File: src/rtl/trig_pkg.sv
package trig_pkg;

  typedef enum logic [1:0] {
    OP_NONE = 2'd0,
    OP_UP   = 2'd1,
    OP_DOWN = 2'd2,
    OP_LOAD = 2'd3
  } trig_op_e;

  typedef enum logic [1:0] {
    ST_IDLE    = 2'd0,
    ST_MASK    = 2'd1,
    ST_CALC    = 2'd2,
    ST_RESTORE = 2'd3
  } trig_st_e;

  // Raise by half the headroom, rounded down.
  function automatic int unsigned step_up(int unsigned lvl, int unsigned top);
    return lvl + (top - lvl) / 2;
  endfunction

  function automatic bit in_range(int unsigned v, int unsigned lo, int unsigned hi);
    return (v >= lo) && (v <= hi);
  endfunction

endpackage

File: src/rtl/trig_seq.sv
module trig_seq
  import trig_pkg::*;
(
  input  logic clk_i,
  input  logic rst_ni,
  input  logic start_i,
  output logic idle_o,
  output logic busy_o,
  output logic write_o,
  output logic settle_o
);

  trig_st_e st_q, st_d;

  always_comb begin
    unique case (st_q)
      ST_IDLE:    st_d = start_i ? ST_MASK : ST_IDLE;
      ST_MASK:    st_d = ST_CALC;
      ST_CALC:    st_d = ST_RESTORE;
      default:    st_d = ST_IDLE;
    endcase
  end

  always_ff @(posedge clk_i or negedge rst_ni) begin
    if (!rst_ni) st_q <= ST_IDLE;
    else         st_q <= st_d;
  end

  assign idle_o   = (st_q == ST_IDLE);
  assign busy_o   = (st_q != ST_IDLE);
  assign write_o  = (st_q == ST_CALC);
  assign settle_o = (st_d == ST_IDLE);

endmodule

File: src/rtl/trig_calc.sv
module trig_calc
  import trig_pkg::*;
#(
  parameter int unsigned LVL_W   = 6,
  parameter int unsigned LVL_MIN = 1,
  parameter int unsigned LVL_MAX = 48
) (
  input  trig_op_e          op_i,
  input  logic [LVL_W-1:0]  lvl_i,
  input  logic [LVL_W-1:0]  ld_val_i,
  output logic [LVL_W-1:0]  lvl_o,
  output logic              err_o
);

  always_comb begin
    lvl_o = lvl_i;
    err_o = 1'b0;
    unique case (op_i)
      OP_UP: begin
        if (int'(lvl_i) >= LVL_MAX) err_o = 1'b1;
        else lvl_o = LVL_W'(step_up(int'(lvl_i), LVL_MAX));
      end
      OP_DOWN: begin
        if (int'(lvl_i) <= LVL_MIN) err_o = 1'b1;
        else lvl_o = lvl_i - 1'b1;
      end
      OP_LOAD: begin
        if (in_range(int'(ld_val_i), LVL_MIN, LVL_MAX)) lvl_o = ld_val_i;
        else err_o = 1'b1;
      end
      default: err_o = 1'b0;
    endcase
  end

endmodule

File: src/rtl/trig_level_ctl.sv
module trig_level_ctl
  import trig_pkg::*;
#(
  parameter int unsigned LVL_W   = 6,
  parameter int unsigned LVL_MIN = 1,
  parameter int unsigned LVL_MAX = 48
) (
  input  logic             clk_i,
  input  logic             rst_ni,
  input  logic             up_req_i,
  input  logic             down_req_i,
  input  logic             load_req_i,
  input  logic [LVL_W-1:0] load_val_i,
  input  logic             gie_cfg_i,
  output logic [LVL_W-1:0] level_o,
  output logic             err_o,
  output logic             gie_o,
  output logic             busy_o
);

  localparam logic [LVL_W-1:0] MIN_V = LVL_W'(LVL_MIN);

  logic [2:0]       req_vec;
  logic             multi_req, idle, start, settle;
  logic             proto_evt, write_evt, calc_err;
  trig_op_e         op_req, op_q;
  logic [LVL_W-1:0] ld_q, level_q, calc_lvl;
  logic             err_q, gie_q;

  assign req_vec   = {up_req_i, down_req_i, load_req_i};
  assign multi_req = ($countones(req_vec) > 1);
  assign proto_evt = idle && multi_req;
  assign start     = idle && (req_vec != 3'b000) && !multi_req;

  always_comb begin
    if (up_req_i)        op_req = OP_UP;
    else if (down_req_i) op_req = OP_DOWN;
    else if (load_req_i) op_req = OP_LOAD;
    else                 op_req = OP_NONE;
  end

  always_ff @(posedge clk_i or negedge rst_ni) begin
    if (!rst_ni) begin
      op_q <= OP_NONE;
      ld_q <= '0;
    end else if (start) begin
      op_q <= op_req;
      ld_q <= load_val_i;
    end
  end

  trig_seq u_seq (
    .clk_i    (clk_i),
    .rst_ni   (rst_ni),
    .start_i  (start),
    .idle_o   (idle),
    .busy_o   (busy_o),
    .write_o  (write_evt),
    .settle_o (settle)
  );

  trig_calc #(
    .LVL_W   (LVL_W),
    .LVL_MIN (LVL_MIN),
    .LVL_MAX (LVL_MAX)
  ) u_calc (
    .op_i     (op_q),
    .lvl_i    (level_q),
    .ld_val_i (ld_q),
    .lvl_o    (calc_lvl),
    .err_o    (calc_err)
  );

  always_ff @(posedge clk_i or negedge rst_ni) begin
    if (!rst_ni) begin
      level_q <= MIN_V;
      err_q   <= 1'b0;
    end else if (write_evt) begin
      if (!calc_err) level_q <= calc_lvl;
      err_q <= calc_err;
    end else if (proto_evt) begin
      err_q <= 1'b1;
    end
  end

  // Enable is forced low for every cycle the sequence occupies.
  always_ff @(posedge clk_i or negedge rst_ni) begin
    if (!rst_ni) gie_q <= 1'b0;
    else         gie_q <= settle ? gie_cfg_i : 1'b0;
  end

  assign level_o = level_q;
  assign err_o   = err_q;
  assign gie_o   = gie_q;

endmodule

File: config.mk
export PLATFORM = sky130hd
export DESIGN_NAME = trig_level_ctl
export DESIGN_NICKNAME = d
export VERILOG_FILES = /design/src/rtl/trig_pkg.sv /design/src/rtl/trig_seq.sv /design/src/rtl/trig_calc.sv /design/src/rtl/trig_level_ctl.sv
export SDC_FILE = /design/constraint.sdc
export NUM_CORES = 1
export LEC_CHECK = 0
export BUFFER_PORTS_ARGS = -buffer_cell sky130_fd_sc_hd__clkbuf_2
export CORE_ASPECT_RATIO = 1.4
export CORE_MARGIN = 2
export CORE_UTILIZATION = 49
export DETAILED_ROUTE_END_ITERATION = 16
export PLACE_DENSITY = 0.75
export SLEW_MARGIN = 20
export SYNTH_ARGS = -nofsm -noshare
export SYNTH_HDL_FRONTEND = slang
export SYNTH_SLANG_ARGS = --single-unit
File: constraint.sdc
create_clock -name clk_i -period 8.6 [get_ports clk_i]
set_clock_uncertainty 0.2 [all_clocks]
set_input_delay 0.86 -clock clk_i [delete_from_list [all_inputs] [get_ports clk_i]]
set_output_delay 0.86 -clock clk_i [all_outputs]
set_load 0.1 [all_outputs]
; Yosys cells after proc, flatten, opt, wreduce, memory -nomap -nowiden
; Cells that the tools add are included.
[totals]
input_bits = 12
reg_bits = 18
output_inout_bits = 9
word_cells = 53
[classes]
bitwise_logic = 1
mux = 16
n_lt_le_gt_ge = 5
n_reduce_logical = 12
eq_ne = 8
add_sub_neg = 5
[op_table]
columns = op, n
row1 = $mux W6, 3
row2 = $pmux W6 S3, 1
row3 = $mux W1, 7
row4 = $sub A6 B6 Y7 const A, 1
row5 = $add A6 B6 Y6, 1
row6 = $eq A2 B2 Y1 const B, 3
row7 = $ge A6 B1 Y1 const B, 1
row8 = $ge A6 B6 Y1 const B, 1
row9 = $le A6 B1 Y1 const B, 1
row10 = $le A6 B6 Y1 const B, 1
row11 = $mux W2, 3
row12 = $pmux W2 S3, 1
row13 = $reduce_and A6 Y1, 1
row14 = $reduce_bool A3 Y1, 2
row15 = $sub A6 B1 Y6 const B, 1
row16 = $eq A2 B1 Y1 const B, 2
row17 = $logic_and A1 B1 Y1, 4
row18 = $logic_not A2 Y1, 2
row19 = $ne A2 B2 Y1 const B, 2
row20 = $reduce_bool A2 Y1, 2
row21 = $add A2 B1 Y3, 1
row22 = $gt A3 B1 Y1 const B, 1
row23 = $pmux W1 S3, 1
row24 = $add A1 B1 Y2, 1
row25 = other kinds (3), 3

; Depth between registers and ports, before layout
; Gate-level depths: netlist (run 1).
[logic_depth]
word_depth = 9
ltp_mapped = 11
mapped_depth_nobuf = 10

; Hierarchy
; A second synthesis (run 1) with hierarchy kept.
[hier_totals]
hier_cells = 178
area_unflattened_um2 = 1604.0
[modules_own_cells]
columns = mod, seq_area_each_um2, area_each_um2, cells_per_inst, instances
row1 = trig_calc, 0.0, 813.3, 124, 1
row2 = trig_level_ctl, 401.6, 666.9, 44, 1
row3 = trig_seq, 50.0, 123.9, 10, 1

; Least setup slack after synthesis (run 1)
; OpenSTA, ideal clock, no wires.
[synth_timing]
path_type = register to register
startpoint = register level_q[1] (netlist: level_o[1])
endpoint = register level_q[4] (netlist: level_o[4])
path_buffers = 0
setup_slack_ns = 5.281
path_stages_with_launch = 10
required_ns = 8.272
t_arrival_ns = 2.991
setup_ns = 0.128
period_less_slack_ns = 3.319
cell_sequence = dfrtp_1 > inv_1 > ha_1 > or3b_2 > xnor2_1 > ha_1 > nor4bb_1 > nor4bb_1 > mux2i_1 > a31oi_1
[synth_between]
elab_chain_len = 5
word_cells_on_any_way = 15
classes_between = 3 x add/sub / 2 x order compare / 2 x eq/ne / 6 x mux / 1 x bitwise / 1 x reduce/logical
[synth_rtl]
columns = element, line
row1 = from (decl), trig_level_ctl.sv:27  ; logic [LVL_W-1:0] ld_q, level_q, calc_lvl;
row2 = from (signal assigned), trig_level_ctl.sv:79  ; if (!calc_err) level_q <= calc_lvl;
row3 = "parallel branches: the longest is 5 deep, another holds $sub A6 B6 Y7", --
; Parallel ways; which one is timed is not known. The select of a mux whose other input is x is not followed.
; A chain may end at the register's enable or synchronous reset.

; Worst setup path after layout (run 1)
; Same ends and word-level chain as after synthesis.

==> flow_summary_export.csv, run 1 <==
group,metric,value,unit
status,run_status,"finished, final reports clean",
timing,worst-slew-pin-transition,0.705,ns
synthesis,syn-num-nets,171,
timing,fmax,0.326,GHz
setup_path,worst_setup_path_start_kind,"flop",
setup_path,worst-r2r-cell-count,9,
clocking,insertion_delay_of_the_later_clocked_pin_in_the_worst_skew_pair,0.26,ns
place,port_buffers,20,
clocking,root_buffer,"sky130_fd_sc_hd__clkbuf_8",
synthesis,synth-warning-count,0,
clocking,hold_buffers,0,
floorplanning,boundaryPins,21,
route,length_of_the_first_detailed_routing_pass_in_iterations,4,
clocking,cts_resized,0,
finish,layout_cell_share_with_drive_strength_beyond_1,26.2,%
place,gp_congestion,0.804,
floorplanning,start_util,50.3,%
clocking,cts.clk_slew.worst_paths,0.07,ns
synthesis,number_of_enable_type_register_cells_in_the_synthesized_netlist,0,
timing,finalHoldViolations,0,
synthesis,synth_flop_cell,"sky130_fd_sc_hd__dfrtp_1",
route,drt.antenna.violating_nets,0,
setup_path,worstSetupStartpoint,"level_o[1]",
global_route,global_route_wire_length_before_repair,5050,um
setup_path,path_cells,"inv_1 > ha_1 > or3b_2 > xnor2_1 > ha_1 > nor4bb_1 > nor4bb_1 > mux2i_1 > a31oi_1",
route,vias,1182,
synthesis,synth_largest_type_area_fraction,30.0,%
timing,finalCriticalPeriod,3.06,ns
synthesis,synth_top_area_cell,"sky130_fd_sc_hd__dfrtp_1",
setup_path,worstPathRequired,8.51,ns
synthesis,synth_seq_area_share,31.9,%
min_path,hold_path_startpoint,"u_seq.st_q[0]",
synthesis,syn-instance-count,148,
route,via_per_inst,5.88,
finish,design.final.nets,188,
timing,rsz0062_at_grt,"no",
setup_path,longest_individual_stage_delay_on_the_worst_path,0.48,ns
synthesis,asr_flop_ratio_synth,100,%
route,avgRoutedWirePerCell,15.1,um
finish,areaGrowthSynthToFinish,10.9,%
floorplanning,dieArea,3350,um2
setup_path,reg2reg_setup_slack,5.54,ns
clocking,htreeDepth,1,
route,drc_errors,0,
floorplanning,die_width,49.5,um
global_route,groute.usage.overall,19.7,%
min_path,hold_class,"flop to flop",
setup_path,worstReg2RegEnd,"level_o[4]",
timing,final-max-slew-violation-count,0,
global_route,antenna_found_initial,0,
floorplanning,die_height,67.6,um
timing,worst_slew_margin_rel,53.0,%
clocking,bufs_on_longest_clock_path,2,
global_route,grt_overflow_total,0,
clocking,tritoncts,"done",
route,drt-total-wl,3030,um
setup_path,rr_startpoint,"level_o[1]",
floorplanning,rows,23,
setup_path,crit_path_category,"flop to flop",
timing,setup_violating_endpoint_count_in_the_final_report,0,
setup_path,slowest_stage_cell_on_the_critical_path,"sky130_fd_sc_hd__or3b_2",
setup_path,timing.critical_path.to,"level_o[4]",
route,drt_first_iter_violations,32,
synthesis,synth_cell_types,53,
finish,num_antenna_cells,0,
setup_path,critical_path_arrival,2.97,ns
global_route,grt_start_max_net_pins,19,
floorplanning,placeableCoreArea,2820,um2
synthesis,postSynthAreaPerCell,9.58,um2
setup_path,end_kind,"flop",
flow_run,maxCapViolCount,0,
clocking,setup_fix_buffers_added_after_clock_tree_synthesis,0,
clocking,number_of_buffers_inserted_during_clock_tree_synthesis,3,
clocking,clock_sink_count,18,
synthesis,synth_seq_cells,18,
timing,timing.final.crit_share,35.6,%
setup_path,critPathMaxFanout,8,
place,detailedPlacementHpwl,2250,um
global_route,first_global_vias,1109,
synthesis,syn-cell-area,1420,um2
synthesis,synthTopCellsByArea,"sky130_fd_sc_hd__dfrtp_1 30%, sky130_fd_sc_hd__ha_1 8.8%, sky130_fd_sc_hd__mux2_2 5.6%",
timing,timing.setup.tns,0,ns
## sequential cells by signal (all words and copies together), names as in the netlist
| name | cells |
|---|---|
| level_o | 6 |
| ld_q | 6 |
| u_seq.st_q | 2 |
| op_q | 2 |
| gie_o | 1 |
| err_o | 1 |
## cell usage in the layout (no fill, tap or decap), drive strengths merged, types with 2 or more instances in the layout
master   n
clkbuf  24
dfrtp   17
ha      10
nor2    10
nand2    9
inv      9
a21oi    9
o21ai    9
mux2     7
o211ai   5
xor2     3
mux2i    3
xnor2    3
nor3b    3
nor2b    3
nand4    3
a31oi    3
nand2b   2
nor4bb   2
nor4     2
or3      2
a21boi   2
## synth_stat cells, drive strengths merged (2+ instances only)
| master | number |
|---|---|
| xor2 | 3 |
| ha | 10 |
| inv | 9 |
| o21ai | 9 |
| nor2b | 3 |
| nand4 | 3 |
| nor4bb | 2 |
| dfrtp | 17 |
| nor3b | 3 |
| nor2 | 10 |
| nor4 | 2 |
| a31oi | 3 |
| a21boi | 2 |
| nand2b | 2 |
| o211ai | 5 |
| clkbuf | 4 |
| xnor2 | 3 |
| mux2i | 3 |
| or3 | 2 |
| nand2 | 9 |
| mux2 | 7 |
| buf | 4 |
| a21oi | 9 |
## cell families after synthesis
kind of cell / after synthesis / synth area share [%]
compound gates: 40 / 21.1
xor+xnor: 6 / 3.71
fa+ha+maj: 11 / 10.2
buf+inv: 17 / 5.74
flops: 18 / 31.9
mux: 10 / 7.68
simple gates: 46 / 19.7
## per-layer routing
metal  wire (um)  track usage [%]  vias to the layer above  share of wire, %
met1        1260             23.2                      567                42
met4          53             9.38                        0               1.8
li1            -                -                      578                 -
met2        1590             35.6                       32                53
met5           0                0                        -                 0
met3         123             2.21                        5               4.1
## stage by stage
stage	cells	util (%)	setup slack, ns	cell area [um2]	hold WS (ns)
finish	201	55.7	5.54	1570	0.273
detailed placement	197	53.8	5.56	1520	0.265
global placement	197	53.8	5.65	1520	0.258
CTS	201	55.7	5.54	1570	0.274
global route	201	55.7	5.31	1570	0.306
floorplan	148	-	5.28	1420	0.244
## worst min-delay path by stage
stage,to,cells after the start
final,u_seq.st_q[0],1
after global routing,u_seq.st_q[0],1
after CTS,u_seq.st_q[0],1
after detailed placement,u_seq.st_q[0],1
after global placement,u_seq.st_q[0],1
after floorplan,u_seq.st_q[0],1
## cell type report
type                    instances  area (um2)
fillers                       288        1250
multi-input cells             113         885
flip-flops and latches         18         452
repair buffers                 20         100
clock buffers                   4        55.1
well taps                      37        46.3
inverters                       9        33.8
## worst max-delay path, delay by kind of cell (launching register included)
kind	cells	cell delay, ns
mux	1	0.23
fa+ha+maj	2	0.60
flops	1	0.47
simple gates	3	1.00
compound gates	1	0.09
buf+inv	1	0.18
xor+xnor	1	0.14
Power of run 1 is left out: the tool's default activity adds up to more than one toggle a clock period on the data nets, which glitch-free logic cannot reach.
==> run 2, diff against run 1 <==
PLACE_DENSITY = 0.78   (was 0.75)
clock period = 2.6 ns   (was 8.6 ns; I/O delays follow)
==> flow_summary_export.csv, run 2 (synthesized netlist as in run 1, its figures left out) <==
group,metric,value,unit
global_route,antenna_found_initial,0,
setup_path,longest_individual_stage_delay_on_the_worst_path,0.48,ns
clocking,cts.clk_slew.worst_paths,0.07,ns
route,drt_first_iter_violations,23,
timing,final.setup.worst_slack,-0.0912,ns
global_route,grt_start_max_net_pins,19,
floorplanning,die_height,67.6,um
floorplanning,dieArea,3350,um2
setup_path,critical_path_arrival,2.63,ns
clocking,root_buffer,"sky130_fd_sc_hd__clkbuf_8",
finish,layout_common_cells,"20 x sky130_fd_sc_hd__clkbuf_2, 20 x sky130_fd_sc_hd__buf_4, 14 x sky130_fd_sc_hd__dfrtp_1, 9 x sky130_fd_sc_hd__nand2_1, 9 x sky130_fd_sc_hd__nor2_1",
clocking,insertion_delay_of_the_later_clocked_pin_in_the_worst_skew_pair,0.25,ns
finish,design.final.nets,209,
place,gp_congestion,0.864,
status,violated_checks,"negative setup slack",
timing,fmax,0.372,GHz
flow_run,maxCapViolCount,0,
finish,layout_cell_share_with_drive_strength_beyond_1,42.7,%
floorplanning,placeableCoreArea,2820,um2
timing,final-max-slew-violation-count,0,
setup_path,critical_path.n_buffers_inverters,1,
min_path,hold_class,"input pin to flop",
setup_path,slowest_stage_cell_on_the_critical_path,"sky130_fd_sc_hd__dfstp_4",
global_route,global_route_wire_length_before_repair,5630,um
timing,worst_slew_margin_rel,57.3,%
clocking,htreeDepth,1,
route,drc_errors,0,
setup_path,cpLargestDelayFamily,"compound AO/OA/AOI/OAI gates",
route,vias,1276,
route,drt.antenna.violating_nets,0,
setup_path,worst_setup_path_start_kind,"flop",
timing,rsz0062_at_grt,"yes",
finish,final_cell_area,1860,um2
setup_path,critPathMaxFanout,4,
route,drt-total-wl,3320,um
status,run_status,"complete, but fails checks",
clocking,number_of_buffers_inserted_during_clock_tree_synthesis,3,
timing,worst-slew-pin-transition,0.636,ns
setup_path,end_kind,"flop",
route,via_per_inst,5.75,
clocking,clock_sink_count,18,
finish,num_antenna_cells,0,
timing,setup_violating_endpoint_count_in_the_final_report,2,
clocking,bufs_on_longest_clock_path,2,
setup_path,worstPathRequired,2.54,ns
clocking,tritoncts,"done",
place,dpl-instance-area,1670,um2
floorplanning,start_util,50.3,%
setup_path,crit_path_category,"flop to flop",
route,avgRoutedWirePerCell,14.9,um
floorplanning,rows,23,
timing,finalCriticalPeriod,2.69,ns
timing,finalHoldViolations,0,
floorplanning,boundaryPins,21,
place,port_buffers,20,
global_route,grt_overflow_total,0,
route,length_of_the_first_detailed_routing_pass_in_iterations,4,
setup_path,path_cells,"buf_4 > or4_4 > nand2_1 > xor2_1 > ha_1 > a21oi_2 > mux2_4 > a31oi_2 > o32a_2",
setup_path,reg2reg_setup_slack,-0.09,ns
global_route,first_global_vias,1279,
floorplanning,die_width,49.5,um
finish,areaGrowthSynthToFinish,31.1,%
global_route,groute.usage.overall,21.9,%
place,detailedPlacementHpwl,2500,um
timing,timing.final.crit_share,104,%
[run 2: cell count changes in the layout (fill, tap and decap cells not counted), sizes merged]
cell	before	now
dlygate4sd3	0	1
buf	0	20
[run 2: per-layer routing]
metal	share of wire [%]	vias up	wire length, um	track usage, %
met2	56	34	1860	43.1
met3	2.9	8	95	1.33
li1	-	622	-	-
met4	1.8	0	61	10.4
met5	0	-	0	0
met1	39	612	1300	23.9
[run 2: cell type report]
type                    count  area (um2)
fillers                   257         962
inverters                   9        38.8
clock buffers               4        55.1
flip-flops and latches     18         462
multi-input cells         113         996
repair buffers             41         260
well taps                  37        46.3
[run 2: metrics by stage]
stage / cells / TNS, ns / worst slack [ns] / utilization (%) / hold slack (ns)
after floorplan: 148 / -0.589 / -0.280 / - / -0.236
after global placement: 214 / -0.0581 / -0.0520 / 59.4 / 0.0227
after detailed placement: 214 / -0.202 / -0.136 / 59.4 / 0.0231
after CTS: 221 / -0.129 / -0.0645 / 64.0 / 0.0317
after global routing: 222 / -0.415 / -0.165 / 65.9 / 0.0392
final: 222 / -0.160 / -0.0912 / 65.9 / 0.0333
[run 2: path summary, 6_finish.rpt]
check                               from       endpoint  cells after the start
max in group asynchronous         rst_ni     level_o[1]                      2
min in group asynchronous         rst_ni     level_o[1]                      2
max                           level_o[0]     level_o[5]                      9
max reg2reg                   level_o[0]     level_o[5]                      9
min                           down_req_i        op_q[0]                      2
min reg2reg                u_seq.st_q[0]  u_seq.st_q[0]                      1
[run 2: repair_timing]
action | CTS | global route
hold buffers | 1 | 0
gates cloned | 0 | 0
hold endpoints to repair | 17 | 0
pin swaps | 5 | 5
setup buffers | 2 | 1
resized for setup | 7 | 8
setup endpoints to repair | 2 | 5
Power of run 2 is left out for the same reason.
